==> src/rtl/par_out_port.sv <==
module par_out_port #(
  parameter int WIDTH       = 8,
  parameter int SYNC_STAGES = 2
) (
  input  logic             clk,
  input  logic             rst_n,
  input  logic             cs_n,
  input  logic             wr_n,
  input  logic [WIDTH-1:0] din,
  output logic [WIDTH-1:0] dout,
  output logic             direct_mode
);

  localparam int CW = $clog2(SYNC_STAGES + 1);

  logic [SYNC_STAGES-1:0] cs_sh, wr_sh;
  logic [WIDTH-1:0]       d_sh [SYNC_STAGES];
  logic                   cs_s, wr_s, cs_q;
  logic [WIDTH-1:0]       d_s, latch;
  logic [CW-1:0]          settle;
  logic                   decided, direct;
  logic                   host_on, cs_rise;

  always_ff @(posedge clk or negedge rst_n) begin
    if (!rst_n) begin
      cs_sh <= '1;
      wr_sh <= '1;
      for (int i = 0; i < SYNC_STAGES; i++) d_sh[i] <= '0;
    end else begin
      cs_sh   <= {cs_sh[SYNC_STAGES-2:0], cs_n};
      wr_sh   <= {wr_sh[SYNC_STAGES-2:0], wr_n};
      d_sh[0] <= din;
      for (int i = 1; i < SYNC_STAGES; i++) d_sh[i] <= d_sh[i-1];
    end
  end

  assign cs_s = cs_sh[SYNC_STAGES-1];
  assign wr_s = wr_sh[SYNC_STAGES-1];
  assign d_s  = d_sh[SYNC_STAGES-1];

  always_ff @(posedge clk or negedge rst_n) begin
    if (!rst_n) begin
      settle  <= '0;
      decided <= 1'b0;
      direct  <= 1'b0;
    end else if (!decided) begin
      if (settle == CW'(SYNC_STAGES)) begin
        decided <= 1'b1;
        direct  <= !cs_s && !wr_s;
      end else begin
        settle <= settle + 1'b1;
      end
    end
  end

  assign host_on = decided && !direct;
  assign cs_rise = cs_s && !cs_q;

  always_ff @(posedge clk or negedge rst_n) begin
    if (!rst_n) begin
      cs_q  <= 1'b1;
      latch <= '0;
      dout  <= '0;
    end else begin
      cs_q <= cs_s;
      if (host_on && !cs_s && !wr_s) latch <= d_s;
      if (direct)                    dout  <= d_s;
      else if (host_on && cs_rise)   dout  <= latch;
    end
  end

  assign direct_mode = direct;

endmodule

==> config.mk <==
export PLATFORM = sky130hd
export DESIGN_NAME = par_out_port
export DESIGN_NICKNAME = d
export VERILOG_FILES = /design/src/rtl/par_out_port.sv
export SDC_FILE = /design/constraint.sdc
export NUM_CORES = 1
export LEC_CHECK = 0
export BUFFER_PORTS_ARGS = -buffer_cell sky130_fd_sc_hd__buf_4
export CAP_MARGIN = 20
export CORE_MARGIN = 2
export CORE_UTILIZATION = 45
export CTS_CLUSTER_DIAMETER = 60
export CTS_CLUSTER_SIZE = 25
export DETAILED_ROUTE_END_ITERATION = 16
export HOLD_SLACK_MARGIN = 0.06
export PLACE_DENSITY = 0.74
export REMOVE_ABC_BUFFERS = 1
export SLEW_MARGIN = 5
export SYNTH_ARGS = -nofsm -noshare
export SYNTH_HDL_FRONTEND = slang
export SYNTH_SLANG_ARGS = --single-unit
==> constraint.sdc <==
create_clock -name clk -period 1.93 [get_ports clk]
set_input_delay 0.0965 -clock clk [delete_from_list [all_inputs] [get_ports clk]]
set_output_delay 0.0965 -clock clk [all_outputs]
set_load 0.02 [all_outputs]
Yosys cells after proc, flatten, opt, wreduce, memory -nomap -nowiden
Index checks and enable logic that the tools add are counted.
{"block": "classes", "n_mux": 4, "bitwise_logic": 2, "addsub": 1, "eq_ne": 1, "reduce_logical": 13}
{"op": "two-way mux 8 bit", "count": 2}
{"op": "logical AND 1 bit", "count": 6}
{"op": "zero test 1 bit", "count": 4}
{"op": "AND reduction 2 bit", "count": 2}
{"op": "adder 2 x 1 -> 2 bit (second input constant)", "count": 1}
{"op": "== test 2 bit (second input constant)", "count": 1}
{"op": "two-way mux 1 bit", "count": 2}
{"op": "NOT 1 bit", "count": 2}
{"op": "nonzero test 2 bit", "count": 1}
{"block": "word_totals", "output_inout_bits": 9, "wordCells": 31, "ff_bits": 41}

Longest topological paths before layout
{"block": "logic_depth", "depth_word": 5, "ltp_mapped": 6, "mapped_depth_nobuf": 5}

Worst setup path before layout
OpenSTA, ideal clock, no wires.
{"block": "synth_path", "path_kind": "reg2reg", "start": "register direct, in the netlist direct_mode", "end": "register dout[0]", "path_buffers": 1, "required_time_ns": 1.805, "period_less_slack_ns": 1.511, "stages_incl_launch_ff": 4, "setup_time_ns": 0.125, "arrival_ns": 1.387, "setup_slack_ns": 0.419, "path_cell_list": "dfrtp_1 -> clkbuf_8 -> a31oi_2 -> mux2_2"}
{"block": "synth_via", "elab_chain_cells": 4, "word_cells_on_any_way": 5, "cone_classes": "mux (1); reduce/logical (4)"}
{"item": "start, declared", "line_no": "21", "rtl": "logic decided, direct;"}
{"item": "start signal, assigned", "line_no": "49", "rtl": "direct <= !cs_s && !wr_s;"}
{"item": "zero test 1 bit", "line_no": "56", "rtl": "assign host_on = decided && !direct;"}
{"item": "logical AND 1 bit", "line_no": "56"}
{"item": "logical AND 1 bit", "line_no": "68", "rtl": "else if (host_on && cs_rise) dout <= latch;"}
{"item": "nonzero test 2 bit (no line)"}
{"item": "end signal, assigned", "line_no": "67", "rtl": "if (direct) dout <= d_s;"}
{"item": "end signal, assigned", "line_no": "68"}
{"item": "end, declared", "line_no": "10", "rtl": "output logic [WIDTH-1:0] dout,"}
Parallel ways exist; a longest one is shown, timed or not.
A chain may end at the register's enable or synchronous reset.

Worst setup path after layout
{"block": "layout_path", "start": "register cs_q", "end": "register dout[1]"}
{"block": "layout_via", "elab_chain_cells": 4}
{"item": "start, declared", "line_no": "18", "rtl": "logic cs_s, wr_s, cs_q;"}
{"item": "start signal, assigned", "line_no": "65", "rtl": "cs_q <= cs_s;"}
{"item": "zero test 1 bit", "line_no": "57", "rtl": "assign cs_rise = cs_s && !cs_q;"}
{"item": "logical AND 1 bit", "line_no": "57"}
{"item": "logical AND 1 bit", "line_no": "68"}
{"item": "nonzero test 2 bit (no line)"}
No other way between the ends.

==> results.cfg <==
[setup_path]
critPathMaxFanout = 8
path_class = register to register
cp.buffers_inverters = 1
critPathSlowestCell = sky130_fd_sc_hd__a31oi_2
critical_path_depth = 3
crit_path_max_incr_delay_ns = 0.55
rr_endpoint = dout[1]
r2r_slack_ns = 0.29
cp_cell_sequence = inv_1 -> a31oi_2 -> mux2_2
worst_setup_path_end_kind = register
required_ns = 2.15
ff2ff_path_depth = 3
r2r_start = cs_q
start_kind = register
timing.critical_path.max_delay_family = compound AO/OA/AOI/OAI gates
cp.arrival_ns = 1.86

[sta]
crit_path_time_final_ns = 1.640
unrepaired_setup_endpoints_after_global_routing = false
min_period_over_period_pct = 84.97
relSlewSlack_pct = 57.59
report.final.hold_viol_count = 0
totalNegativeSetupSlack_ns = 0
report.final.slew_viol_count = 0
fin_skew_ns = 0.007647
setup_viol = 0
tightestPinTransition_ns = 0.6341
timing.fmax_mhz = 609.8

[clock_tree]
clk_path_buf_depth = 2
clock_insertion_delay_worst_skew_ns = 0.34
clk_pin_slew_ns = 0.11
numCtsBuffers = 5
cts_sinks = 41
cts_setup_buffers = 0
cts.hold.buffers_added = 11
cts_tree = yes
cts.htree.levels = 2
cts_root_buffer = sky130_fd_sc_hd__clkbuf_4
ctsResizeCount = 0

[power_and_ir_drop]
switch_share_pct = 24.89
internal_power_mw = 1.308
power.density_cell_area_nw_per_um2 = 973.4
power_frac_seq_pct = 57.9
power.combinational.fraction_pct = 17.4
clock_power_share_pct = 24.7
static-leakage-power_nw = 0.8017
vdd_ir_drop_max_mv = 0.5925
finalPower_mw = 1.742
power.net_switching_mw = 0.4335

[global_routing]
first_pass_grt_wire_length_um = 3746
grt_antenna_before_repair = 0
groute.usage.overall_pct = 15.21
gr-total-overflow = 0
grt_max_degree = 42
grt_pass1_vias = 793

[floorplan]
die_width_um = 60.13
floorplan.die_area_um2 = 3615
chipHeight_um = 60.13
floorplan.io_pins = 21
initial_core_utilization_pct = 46.82
std_cell_rows = 20
design.core.area_um2 = 3028

[yosys]
netlist.area_leader.share_pct = 63.55
postSynthAreaPerCell_um2 = 17.94
post_synth_and_or_nand_nor_area_fraction_pct = 2.383
synth_area_leaders = sky130_fd_sc_hd__dfrtp_1 (64%), sky130_fd_sc_hd__mux2_2 (19%), sky130_fd_sc_hd__dfstp_2 (9.3%)
synth_area_in_compound_gates_pct = 2.207
synth_mux_area_share_pct = 19.06
mappedNetlistArea_um2 = 1418
post_synth_xor_area_fraction_pct = 0.6178
synth_area_leader_cell = sky130_fd_sc_hd__dfrtp_1
synth_adder_area_share_pct = 0.8826
number_of_unique_standard_cell_types_used_by_synthesis = 14
synth_top_family_by_area = multiplexers
syn_inst = 79
share_of_synthesized_area_occupied_by_flip_flops_and_latches_pct = 72.82
ys_ff_latch = 41
yosysWarnings = 0

[drt]
detailedRoute.firstIterationViolations = 6
detail_route.drc_violations = 0
final_antenna_net_count = 0
wl_um = 2247
drtPass1Iterations = 4
via_count = 737
detail_route.vias_per_cell = 4.549
routed_wire_length_per_instance_um = 13.87

[placed_design]
gp_congestion = 0.7057
dp.final_hpwl_um = 1465
io_buffer_count = 20

[finish]
fin_util_pct = 59.09
nets = 130
filler_cell_count = 250
area_delta_synth_final_pct = 26.21
most_frequent_standard_cell_in_the_layout_excluding_fill_and_tap_cells = sky130_fd_sc_hd__dfrtp_1
final_layout_size_suffix_gt1_share_pct = 50.85
diodes = 0
mostFrequentLayoutCells = sky130_fd_sc_hd__dfrtp_1 (36), sky130_fd_sc_hd__mux2_2 (24), sky130_fd_sc_hd__buf_4 (22), sky130_fd_sc_hd__dlygate4sd3_1 (11)

[status]
run_status = complete, no violations

[flow_run]
max_cap_violations = 0

[worst_hold_path]
worstHoldPathType = primary input to asynchronous set/reset pin
flip-flops by register name (all words and copies together) (netlist names):
register / flops
cs_q: 1
cs_sh: 2
d_s: 8
d_sh: 8
decided: 1
direct_mode: 1
dout: 8
latch: 8
settle: 2
wr_sh: 2
area by class of cell:
cell class	count	area [µm²]	area share, %
flip-flops and latches	41	1032	57.69
multi-input cells	33	356.6	19.93
repair buffers	33	275.3	15.38
clock buffers	8	58.81	3.287
well taps	44	55.05	3.077
inverters	3	11.26	0.6294
synthesized netlist by cell type:
| cell type | instances |
|---|---|
| sky130_fd_sc_hd__mux2_2 | 24 |
| sky130_fd_sc_hd__dfrtp_1 | 36 |
| sky130_fd_sc_hd__o41ai_1 | 1 |
| sky130_fd_sc_hd__nand2_1 | 1 |
| sky130_fd_sc_hd__clkbuf_8 | 1 |
| sky130_fd_sc_hd__dfstp_2 | 5 |
| sky130_fd_sc_hd__o21ai_0 | 2 |
| sky130_fd_sc_hd__clkbuf_1 | 1 |
| sky130_fd_sc_hd__or2_2 | 1 |
| sky130_fd_sc_hd__ha_1 | 1 |
| sky130_fd_sc_hd__nor4b_4 | 1 |
| sky130_fd_sc_hd__a31oi_2 | 1 |
| sky130_fd_sc_hd__xnor2_1 | 1 |
| sky130_fd_sc_hd__inv_1 | 3 |
cells by family after synthesis:
group,after synthesis
AOI/OAI and AO/OA,4
xor gates and xnor gates,1
adders and majority gates,1
buffers and inverters,5
DFF,41
muxes,24
and+or+nand+nor,3
power groups by stage:
stage / Combinational [mW] / Clock [mW] / Sequential, mW
after floorplan: 0.106 / 0 / 1.07
after global placement: 0.282 / 0 / 1.02
after detailed placement: 0.290 / 0 / 1.03
after CTS: 0.308 / 0.447 / 1.01
after global routing: 0.326 / 0.493 / 1.02
final: 0.303 / 0.430 / 1.01
per-layer routing:
metal | vias to the layer above | GRT usage [%] | routed length [µm] | share of wire, %
met5 | - | 0 | 0 | 0
met4 | 0 | 6.667 | 31 | 1.4
met3 | 4 | 6.494 | 108 | 4.8
met2 | 19 | 24.22 | 1177 | 52
met1 | 367 | 17.92 | 929 | 41
li1 | 347 | - | - | -
metrics by stage:
stage / cells / area [µm²] / setup WS [ns] / hold slack [ns]
CTS: 162 / 1789 / 0.2673 / 0.2518
global route: 162 / 1789 / 0.2064 / 0.2696
global placement: 143 / 1620 / 0.3478 / 0.08885
finish: 162 / 1789 / 0.2900 / 0.2504
floorplan: 77 / 1400 / 0.3239 / -0.1991
detailed placement: 143 / 1620 / 0.2995 / 0.09479
how the worst max path moves through the flow:
stage / start / end / slack (ns)
after detailed placement: cs_q / dout[1] / 0.30
after CTS: cs_q / dout[1] / 0.27
after floorplan: direct_mode / latch[0] / 0.32
after global placement: cs_q / dout[6] / 0.35
final: cs_q / dout[1] / 0.29
after global routing: cs_q / dout[1] / 0.21
No activity file was read; power rests on OpenSTA's default activity.
